### config.mk
export PLATFORM = sky130hd
export DESIGN_NAME = spread_clk_gen
export DESIGN_NICKNAME = d
export VERILOG_FILES = /design/src/rtl/sscg_pkg.sv /design/src/rtl/sscg_ramp.sv /design/src/rtl/sscg_lfsr.sv /design/src/rtl/sscg_ctrl.sv /design/src/rtl/sscg_dp.sv /design/src/rtl/spread_clk_gen.sv
export SDC_FILE = /design/constraint.sdc
export NUM_CORES = 1
export LEC_CHECK = 0
export ABC_AREA = 0
export CAP_MARGIN = 20
export CORE_ASPECT_RATIO = 1.5
export CORE_MARGIN = 2
export CORE_UTILIZATION = 55
export CTS_CLUSTER_DIAMETER = 50
export CTS_CLUSTER_SIZE = 10
export DETAILED_ROUTE_END_ITERATION = 12
export PLACE_DENSITY = 0.81
export SLEW_MARGIN = 30
export SYNTH_ARGS = -nofsm -noshare
export SYNTH_HDL_FRONTEND = slang
export SYNTH_SLANG_ARGS = --single-unit
### constraint.sdc
create_clock -name clk -period 10.3 [get_ports clk]
set_clock_uncertainty 0.2 [all_clocks]
set_input_delay 2.06 -clock clk [delete_from_list [all_inputs] [get_ports clk]]
set_output_delay 2.06 -clock clk [all_outputs]
set_load 0.01 [all_outputs]
### src/rtl/sscg_pkg.sv
package sscg_pkg;

  // Fixed width of the per-half-period offset carried from control to datapath.
  localparam int ADJ_W = 8;

  typedef enum logic {
    MODE_SWEEP  = 1'b0,
    MODE_DITHER = 1'b1
  } modSel_e;

  // Strobes from control to datapath.
  typedef struct packed {
    logic                    reload;  // start a new half-period this cycle
    logic signed [ADJ_W-1:0] adj;     // signed tick offset for that half-period
  } dpCmd_t;

endpackage

### src/rtl/sscg_ramp.sv
module sscg_ramp #(
  parameter int DEPTH    = 3,
  parameter int RATE_DIV = 32,
  parameter int ADJ_W    = 8
) (
  input  logic                    clk,
  input  logic                    rst,
  input  logic                    step,
  output logic signed [ADJ_W-1:0] rampVal
);

  localparam int PRE_W = (RATE_DIV > 1) ? $clog2(RATE_DIV) : 1;
  localparam logic signed [ADJ_W-1:0] RAMP_TOP = ADJ_W'(DEPTH);
  localparam logic signed [ADJ_W-1:0] RAMP_BOT = -RAMP_TOP;

  logic [PRE_W-1:0] preCnt;
  logic             goingUp;
  logic             preWrap;

  assign preWrap = (preCnt == PRE_W'(RATE_DIV - 1));

  always_ff @(posedge clk) begin
    if (rst) begin
      preCnt  <= '0;
      goingUp <= 1'b1;
      rampVal <= '0;
    end else if (step) begin
      if (preWrap) begin
        preCnt <= '0;
        if (goingUp) begin
          if (rampVal >= RAMP_TOP) begin
            goingUp <= 1'b0;
            rampVal <= rampVal - ADJ_W'(1);
          end else begin
            rampVal <= rampVal + ADJ_W'(1);
          end
        end else begin
          if (rampVal <= RAMP_BOT) begin
            goingUp <= 1'b1;
            rampVal <= rampVal + ADJ_W'(1);
          end else begin
            rampVal <= rampVal - ADJ_W'(1);
          end
        end
      end else begin
        preCnt <= preCnt + PRE_W'(1);
      end
    end
  end

  a_r8_ramp_range: assert property (@(posedge clk) disable iff (rst)
    (rampVal <= RAMP_TOP) && (rampVal >= RAMP_BOT));

  a_r8_ramp_slew: assert property (@(posedge clk) disable iff (rst)
    1'b1 |=> (rampVal == $past(rampVal)) ||
             (rampVal == $past(rampVal) + ADJ_W'(1)) ||
             (rampVal == $past(rampVal) - ADJ_W'(1)));

  a_r8_ramp_hold: assert property (@(posedge clk) disable iff (rst)
    !step |=> $stable(rampVal));

endmodule

### src/rtl/sscg_lfsr.sv
module sscg_lfsr #(
  parameter int             W     = 16,
  parameter logic [W-1:0]   TAPS  = 16'hB400,
  parameter logic [W-1:0]   SEED  = 16'hACE1
) (
  input  logic       clk,
  input  logic       rst,
  input  logic       step,
  output logic [1:0] lfsrPick
);

  logic [W-1:0] state;
  logic [W-1:0] nxt;

  // Galois right-shift form: each bit takes its upper neighbour, XORed with
  // the outgoing bit wherever the mask has a one.
  for (genvar i = 0; i < W - 1; i++) begin : g_tap
    assign nxt[i] = state[i+1] ^ (TAPS[i] & state[0]);
  end
  assign nxt[W-1] = TAPS[W-1] & state[0];

  always_ff @(posedge clk) begin
    if (rst) begin
      state <= SEED;
    end else if (step) begin
      state <= nxt;
    end
  end

  assign lfsrPick = state[1:0];

  a_r7_lfsr_live: assert property (@(posedge clk) disable iff (rst)
    state != '0);

  a_r7_lfsr_hold: assert property (@(posedge clk) disable iff (rst)
    !step |=> $stable(state));

endmodule

### src/rtl/sscg_ctrl.sv
module sscg_ctrl
  import sscg_pkg::*;
#(
  parameter int DEPTH   = 3,
  parameter int MAX_ERR = 4,
  parameter int ERR_W   = 4
) (
  input  logic                    clk,
  input  logic                    rst,
  input  logic                    enable,
  input  logic                    modeSel,
  input  logic                    tickLast,
  input  logic signed [ADJ_W-1:0] rampVal,
  input  logic [1:0]              lfsrPick,
  output dpCmd_t                  cmd,
  output logic signed [ERR_W-1:0] phaseErr
);

  localparam int SUM_W = ((ERR_W > ADJ_W) ? ERR_W : ADJ_W) + 2;
  localparam logic signed [SUM_W-1:0] LIM = SUM_W'(MAX_ERR);

  logic signed [ERR_W-1:0] errQ;      // error at the latest completed edge
  logic signed [ADJ_W-1:0] runAdj;    // offset of the half-period now running
  logic signed [ADJ_W-1:0] reqAdj;
  logic signed [ADJ_W-1:0] applied;
  logic signed [SUM_W-1:0] errAfter;  // error at the edge being produced now
  logic signed [SUM_W-1:0] trial;
  logic                    overBound;

  // Requested offset for the next half-period.
  always_comb begin
    reqAdj = '0;
    if (enable) begin
      if (modeSel == MODE_DITHER) begin
        unique case (lfsrPick)
          2'b00:   reqAdj = '1;            // -1
          2'b10:   reqAdj = ADJ_W'(1);     // +1
          default: reqAdj = '0;
        endcase
      end else begin
        reqAdj = rampVal;
      end
    end
  end

  // Closed-loop clamp.
  always_comb begin
    errAfter  = SUM_W'(errQ) + SUM_W'(runAdj);
    trial     = errAfter + SUM_W'(reqAdj);
    overBound = (trial > LIM) || (trial < -LIM);
    applied   = reqAdj;
    if (overBound) begin
      if (errAfter > 0) begin
        applied = '1;
      end else if (errAfter < 0) begin
        applied = ADJ_W'(1);
      end else begin
        applied = '0;
      end
    end
  end

  always_ff @(posedge clk) begin
    if (rst || !enable) begin
      errQ   <= '0;
      runAdj <= '0;
    end else if (tickLast) begin
      errQ   <= ERR_W'(errAfter);
      runAdj <= applied;
    end
  end

  assign cmd.reload = tickLast;
  assign cmd.adj    = applied;
  assign phaseErr   = errQ;

  a_r5_err_bound: assert property (@(posedge clk) disable iff (rst)
    (phaseErr <= ERR_W'(MAX_ERR)) && (phaseErr >= -ERR_W'(MAX_ERR)));

  a_r2_idle_zero: assert property (@(posedge clk) disable iff (rst)
    !enable |=> (phaseErr == '0));

  a_r10_idle_nominal: assert property (@(posedge clk) disable iff (rst)
    (tickLast && !enable) |-> (cmd.adj == '0));

  a_r7_dither_unit: assert property (@(posedge clk) disable iff (rst)
    (tickLast && enable && modeSel == MODE_DITHER) |->
      ((cmd.adj == '0) || (cmd.adj == '1) || (cmd.adj == ADJ_W'(1))));

  a_r8_sweep_depth: assert property (@(posedge clk) disable iff (rst)
    tickLast |-> ((cmd.adj <= ADJ_W'(DEPTH)) && (cmd.adj >= -ADJ_W'(DEPTH))));

  a_r6_err_hold: assert property (@(posedge clk) disable iff (rst)
    (enable && !tickLast) |=> $stable(phaseErr));

endmodule

### src/rtl/sscg_dp.sv
module sscg_dp
  import sscg_pkg::*;
#(
  parameter int NOM_W = 8
) (
  input  logic             clk,
  input  logic             rst,
  input  logic [NOM_W-1:0] nomHalf,
  input  dpCmd_t           cmd,
  output logic             tickLast,
  output logic             clkOut,
  output logic             edgeStb
);

  localparam int CNT_W = ((NOM_W > ADJ_W) ? NOM_W : ADJ_W) + 1;

  logic [CNT_W-1:0] cnt;
  logic [CNT_W-1:0] adjExt;
  logic [CNT_W-1:0] loadVal;

  assign adjExt   = {{(CNT_W - ADJ_W){cmd.adj[ADJ_W-1]}}, cmd.adj};
  assign loadVal  = CNT_W'(nomHalf) + adjExt;
  assign tickLast = (cnt == CNT_W'(1));

  always_ff @(posedge clk) begin
    if (rst) begin
      cnt     <= CNT_W'(1);
      clkOut  <= 1'b0;
      edgeStb <= 1'b0;
    end else begin
      edgeStb <= cmd.reload;
      if (cmd.reload) begin
        cnt    <= loadVal;
        clkOut <= ~clkOut;
      end else begin
        cnt    <= cnt - CNT_W'(1);
      end
    end
  end

  a_r3_strobe_toggle: assert property (@(posedge clk) disable iff (rst)
    edgeStb |-> (clkOut != $past(clkOut)));

  a_r3_quiet_level: assert property (@(posedge clk) disable iff (rst)
    !edgeStb |-> (clkOut == $past(clkOut)));

  a_r9_cnt_live: assert property (@(posedge clk) disable iff (rst)
    cnt != '0);

  a_r1_reset_low: assert property (@(posedge clk)
    $past(rst) |-> (!clkOut && !edgeStb));

endmodule

### src/rtl/spread_clk_gen.sv
module spread_clk_gen
  import sscg_pkg::*;
#(
  parameter  int NOM_W     = 8,
  parameter  int REF_MHZ   = 200,
  parameter  int ERR_NS    = 20,
  parameter  int DEPTH     = 3,
  parameter  int RATE_DIV  = 32,
  parameter  logic [15:0] LFSR_SEED = 16'hACE1,
  localparam int MAX_ERR   = ERR_NS * REF_MHZ / 1000,
  localparam int ERR_W     = $clog2(MAX_ERR + 1) + 1
) (
  input  logic                    clk,
  input  logic                    rst,
  input  logic                    enable,
  input  logic                    modeSel,
  input  logic [NOM_W-1:0]        nomHalf,
  output logic                    clkOut,
  output logic                    edgeStb,
  output logic signed [ERR_W-1:0] phaseErr
);

  dpCmd_t                  cmd;
  logic                    tickLast;
  logic signed [ADJ_W-1:0] rampVal;
  logic [1:0]              lfsrPick;

  sscg_ramp #(
    .DEPTH   (DEPTH),
    .RATE_DIV(RATE_DIV),
    .ADJ_W   (ADJ_W)
  ) ramp_i (
    .clk    (clk),
    .rst    (rst),
    .step   (tickLast),
    .rampVal(rampVal)
  );

  sscg_lfsr #(
    .W   (16),
    .TAPS(16'hB400),
    .SEED(LFSR_SEED)
  ) lfsr_i (
    .clk     (clk),
    .rst     (rst),
    .step    (tickLast),
    .lfsrPick(lfsrPick)
  );

  sscg_ctrl #(
    .DEPTH  (DEPTH),
    .MAX_ERR(MAX_ERR),
    .ERR_W  (ERR_W)
  ) ctrl_i (
    .clk     (clk),
    .rst     (rst),
    .enable  (enable),
    .modeSel (modeSel),
    .tickLast(tickLast),
    .rampVal (rampVal),
    .lfsrPick(lfsrPick),
    .cmd     (cmd),
    .phaseErr(phaseErr)
  );

  sscg_dp #(
    .NOM_W(NOM_W)
  ) dp_i (
    .clk     (clk),
    .rst     (rst),
    .nomHalf (nomHalf),
    .cmd     (cmd),
    .tickLast(tickLast),
    .clkOut  (clkOut),
    .edgeStb (edgeStb)
  );

endmodule

Yosys cells after proc, flatten, opt, wreduce, memory -nomap -nowiden
Index checks and enable logic that the tools add are counted.

cells by class
  add/subtract/negate cells = 7
  magnitude comparators = 6
  equality and inequality tests = 3
  muxes and demuxes = 14
  bitwise gates (word level) = 4
  reductions and logical operators = 5

operators by type and width
  operator                                                                              count
  8-bit 2-to-1 mux                                                                      7
  8-bit one-hot mux with 2 select lines                                                 1
  9-bit by 8-bit adder with 10-bit output                                               1
  10-bit by 4-bit > comparator with 1-bit output (second input constant)                1
  10-bit by 3-bit < comparator with 1-bit output (second input constant)                1
  4-bit by 8-bit adder with 9-bit output                                                1
  8-bit by 9-bit adder with 9-bit output                                                1
  9-bit by 1-bit equality test with 1-bit output (second input constant)                1
  9-bit by 1-bit > comparator with 1-bit output (second input constant)                 1
  9-bit by 1-bit < comparator with 1-bit output (second input constant)                 1
  9-bit 2-to-1 mux                                                                      1
  9-bit by 1-bit subtractor with 9-bit output (second input constant)                   1
  8-bit by 2-bit adder with 8-bit output (second input constant)                        1
  8-bit by 3-bit greater-or-equal comparator with 1-bit output (second input constant)  1
  8-bit by 3-bit less-or-equal comparator with 1-bit output (second input constant)     1
  8-bit by 2-bit subtractor with 8-bit output (second input constant)                   1
  5-bit by 1-bit adder with 5-bit output (second input constant)                        1
  5-bit equality test (second input constant)                                           1
  5-bit 2-to-1 mux                                                                      1
  1-bit 2-to-1 mux                                                                      4
  1-bit bitwise XOR                                                                     3
  2-bit equality test (second input constant)                                           1
  2-bit logical NOT                                                                     1
  1-bit logical OR                                                                      2
  other kinds (3)                                                                       3

storage, ports and cells
  register bits after elaboration = 53
  bits of input ports = 12
  logic and storage cells = 48

Longest topological paths before layout
  depth after elaboration = 10
  mapped depth = 29
  depth with buffers taken out = 28

Modules after synthesis
From an unflattened synthesis, not the netlist that was laid out.

unflattened totals
  cells, all modules = 485
  area, all modules = 4,136.5 um^2

by module, submodules not included
  module     instances  cells an instance  area each (um^2)  seq. area each (um^2)
  sscg_ctrl  1          199                1,579.0           240.2
  sscg_ramp  1          122                1,026.0           280.3
  sscg_dp    1          106                887.1             220.2
  sscg_lfsr  1          58                 644.4             320.3

Least setup slack after synthesis
Ideal clock, no wire load.

  kind = in2reg
  start point = input port modeSel
  end point = register dp_i.cnt[8]
  data arrival time = 6.665 ns
  required time = 10.026 ns
  setup slack = 3.361 ns
  cell stages on the path = 23
  path buffers = 1
  cell sequence = buf_4 o211a_1 ha_1 fa_1 a211o_1 a21oi_2 nor2b_1 o21a_1 o41a_1 or4_4 a31oi_1 ha_1 inv_1 fa_1 inv_1 a21oi_1 o21bai_1 a21oi_1 o21bai_1 a21o_1 a21oi_1 or3_1 a31oi_1

RTL lines
  element                 RTL line              text
  start: declaration      spread_clk_gen.sv:16  input logic modeSel,
  end signal: assignment  sscg_dp.sv:33         cnt <= loadVal;
  end signal: assignment  sscg_dp.sv:36         cnt <= cnt - CNT_W'(1);
  end: declaration        sscg_dp.sv:17         logic [CNT_W-1:0] cnt;

==> implementation parameters <==
Parameter                              Value

Outcome
  Outcome ... completed

Clock network
  Clock transition at the registers of the reported paths ... around 0.10 ns
  Buffer depth of the longest clock path ... 2
  Post-CTS Resized ... 0
  Total setup buffers inserted after CTS ... 0
  Sink count of the clock tree ... 53
  H-tree level count ... 2
  TritonCTS clock tree ... yes
  Root cell of the clock tree ... clkbuf_8
  Clock buffers created by TritonCTS ... 5
  Post-CTS Hold Fix Bufs ... 0
  Insertion delay to the later sink of the worst-skew pair ... 0.31 ns

Layout
  Nets ... 520
  Number of fillers in the final layout ... approximately 580
  Design area ... 0.00403 mm2
  Diodes inserted ... 0
  Share of final-layout standard cells stronger than drive strength 1 ... 5.91%
  Layout Utilization ... between 60 and 70%
  Layout Area Growth over Synthesis ... 7.76%

Placement
  GPL Wtd Cong ... 0.932
  Area post-placement ... 0.00394 mm2
  Setup Slack @ Placement ... roughly 2.4 ns
  Placed wire-length estimate after detailed placement ... 6.54 mm
  Port Buf Inserts ... 17

Floorplan
  Count of boundary I/O pins ... 18
  Overall die height ... around 100 um
  Die area ... approximately 0.0075 mm2
  Placement Rows ... 36
  Core Area ... 0.00653 mm2
  Die width ... 71.3 um
  Effective utilization at floorplan ... between 50% and 60%

GRT
  Global-route wire length before repair ... 14.8 mm
  Number of antenna violations at the first check in global routing ... 0
  Pin count of the biggest net entering global routing ... 50
  Global-route congestion overflow total ... 0
  Overall track demand over capacity in global routing ... 24.1%
  Vias in the first global route ... 3355

Synthesis
  Main synth FF type ... dfxtp_1
  Synth Register Bits ... 53
  Sequential cell area fraction in the yosys report ... 28.4%
  Synthesized cell area ... between 0.003 and 0.004 mm2
  Most area-consuming cells after synthesis ... dfxtp_1, ha_1, nand2_1, xnor2_1, nor2_1
  Cell variety after synth ... 66
  Most instantiated library cell after synthesis ... dfxtp_1
  Post-synthesis cell count ... 466
  Synth cell count leaders ... dfxtp_1, nand2_1, nor2_1
  Synth Net Count ... roughly 510
  Synth warnings ... 0
  Synth async-reset ratio ... 0%
  Leading area contributor after synthesis ... dfxtp_1
  Average instance area after synthesis ... 8.02 um2
  Area share of the largest cell type after synthesis ... around 28%
  Count of flip-flops with a built-in enable after synthesis ... 0

Detailed routing
  DRT Wirelength ... 8.51 mm
  DRC violation total after the first TritonRoute iteration ... 170
  Final routed wire length divided by cell count ... roughly 15 um
  Total via count after detailed routing ... 3332
  Detailed-routing iteration count for the pre-antenna-repair pass ... 4
  Remaining number of nets flagged by the antenna check after routing ... 0
  DRC violations left ... 0
  Number of vias per cell after detailed routing ... between 6 and 7

Power and ir drop
  Total power density per cell area ... 249 mW/mm2
  Highest ir drop seen on vdd ... 0.000153 V
  Lkg Pwr ... 1.78 nW

Timing
  Setup repair after global routing missed its margin ... no
  Crit path time final ... around 7.6 ns
  Setup Viol. Count Final ... 0
  Total count of hold-check failures in the final report ... 0
  Total negative setup slack ... 0 ns
  Worst hold margin ... 0.256 ns
  Final-report max-slew violation count ... 0
  Relative slew margins ... 48.3%
  Transition time at the pin with the least slew margin ... ~0.77 ns
  Achievable Freq ... ~130 MHz
  Setup slack after layout ... ~2.7 ns
  Fraction of the cycle the final worst path needs ... 74.3%

Setup path
  Data required time of the worst path ... just over 10 ns
  Cell at the slowest stage of the critical path ... clkdlybuf4s50_1
  CP max FO ... 11
  Critical path capture point type ... flop
  Critical path's largest stage delay ... 0.63 ns
  Element type at the critical path start ... input pin
  Classification of the worst setup path ... input pin to flop
  Critical Path AT ... 7.70 ns

Flow run
  Max cap viols ... 0

Hold path
  Hold crit path type ... flop to flop
## power breakdown
part           internal (W)  switching, W  total (W)
clock             0.0000486     0.0000702   0.000119
sequential         0.000252     0.0000354   0.000288
combinational      0.000255      0.000341   0.000596
## critical path, delay by kind of cell
| kind | cells | cell delay (ns) |
|---|---|---|
| AO/OA/AOI/OAI | 14 | 2.52 |
| adder cells (fa/ha/maj) | 3 | 1.06 |
| buffers and inverters | 4 | 0.87 |
| AND/OR/NAND/NOR | 4 | 1.17 |
## area by class of cell
| cell class | instances | area, um2 | area share, % |
|---|---|---|---|
| Timing Repair Buffer | 21 | 200 | 4.97 |
| Sequential cell | 53 | 1060 | 26.3 |
| Multi-Input combinational cell | 366 | 2490 | 61.8 |
| Clock buffer | 6 | 72.6 | 1.80 |
| Tap cell | 76 | 95.1 | 2.36 |
| Clock inverter | 2 | 13.8 | 0.342 |
| Inverter | 26 | 97.6 | 2.42 |
## metrics by stage
stage / std cells / total power (W)
finish: 550 / 0.00100
floorplan: 466 / 0.000754
global route: 550 / 0.00109
global placement: 542 / 0.000862
detailed placement: 542 / 0.000878
CTS: 550 / 0.00100
## per-layer routing
metal  vias up  routed length (um)  track usage [%]  share of wire [%]
met5         -                   0                0                  0
met2        66                4440             42.8                 52
met1      1557                3450             27.1                 41
met4         0                 427             13.2                5.0
met3        33                 194             2.80                2.3
li1       1676                   -                -                  -
## worst paths after layout
path                           start              end  slack (ns)  cells past startpoint
setup / recovery             modeSel      dp_i.cnt[8]        2.65                     25
setup reg to reg  ctrl_i.phaseErr[0]      dp_i.cnt[8]        3.83                     27
hold reg to reg      lfsr_i.state[3]  lfsr_i.state[2]        0.26                      2
hold / removal       lfsr_i.state[3]  lfsr_i.state[2]        0.26                      2
## cell families after synthesis
| logic type | count (synthesis) | share of synthesized area (%) |
|---|---|---|
| simple gates | 174 | 23.7 |
| compound gates | 125 | 22.9 |
| flops | 53 | 28.4 |
| buf+inv | 47 | 5.05 |
| fa+ha+maj | 35 | 12.3 |
| xor+xnor | 30 | 7.03 |
| mux | 2 | 0.569 |
## flip-flops by register name (all words and copies together) (netlist names)
register / flops
dp_i.cnt: 9
lfsr_i.state: 16
ramp_i.rampVal: 8
ramp_i.preCnt: 5
dp_i.clkOut: 1
ctrl_i.phaseErr: 4
ramp_i.goingUp: 1
ctrl_i.runAdj: 8
dp_i.edgeStb: 1
## placed cells by master, fill, tap and decap left out, drive strengths merged, types with 2 or more instances in the layout
cell,instances
o2111ai,2
nand4b,2
o31a,2
dfxtp,53
o22ai,2
nor3b,4
buf,4
or4,5
nor4b,2
a211o,3
inv,27
nand2b,3
and2,2
nand4,4
clkbuf,6
nor2b,5
o21ai,22
a21oi,35
nand3,13
xor2,10
fa,3
nand2,50
and3b,2
a31oi,5
ha,32
xnor2,20
nor4,4
o211ai,2
o211a,2
nor3,10
nor2,46
clkdlybuf4s50,17
nand3b,4
or3,8
a211oi,15
o21a,10
a21boi,2
a21o,9
and3,5
o21bai,5
No activity file was read; power rests on OpenSTA's default activity.
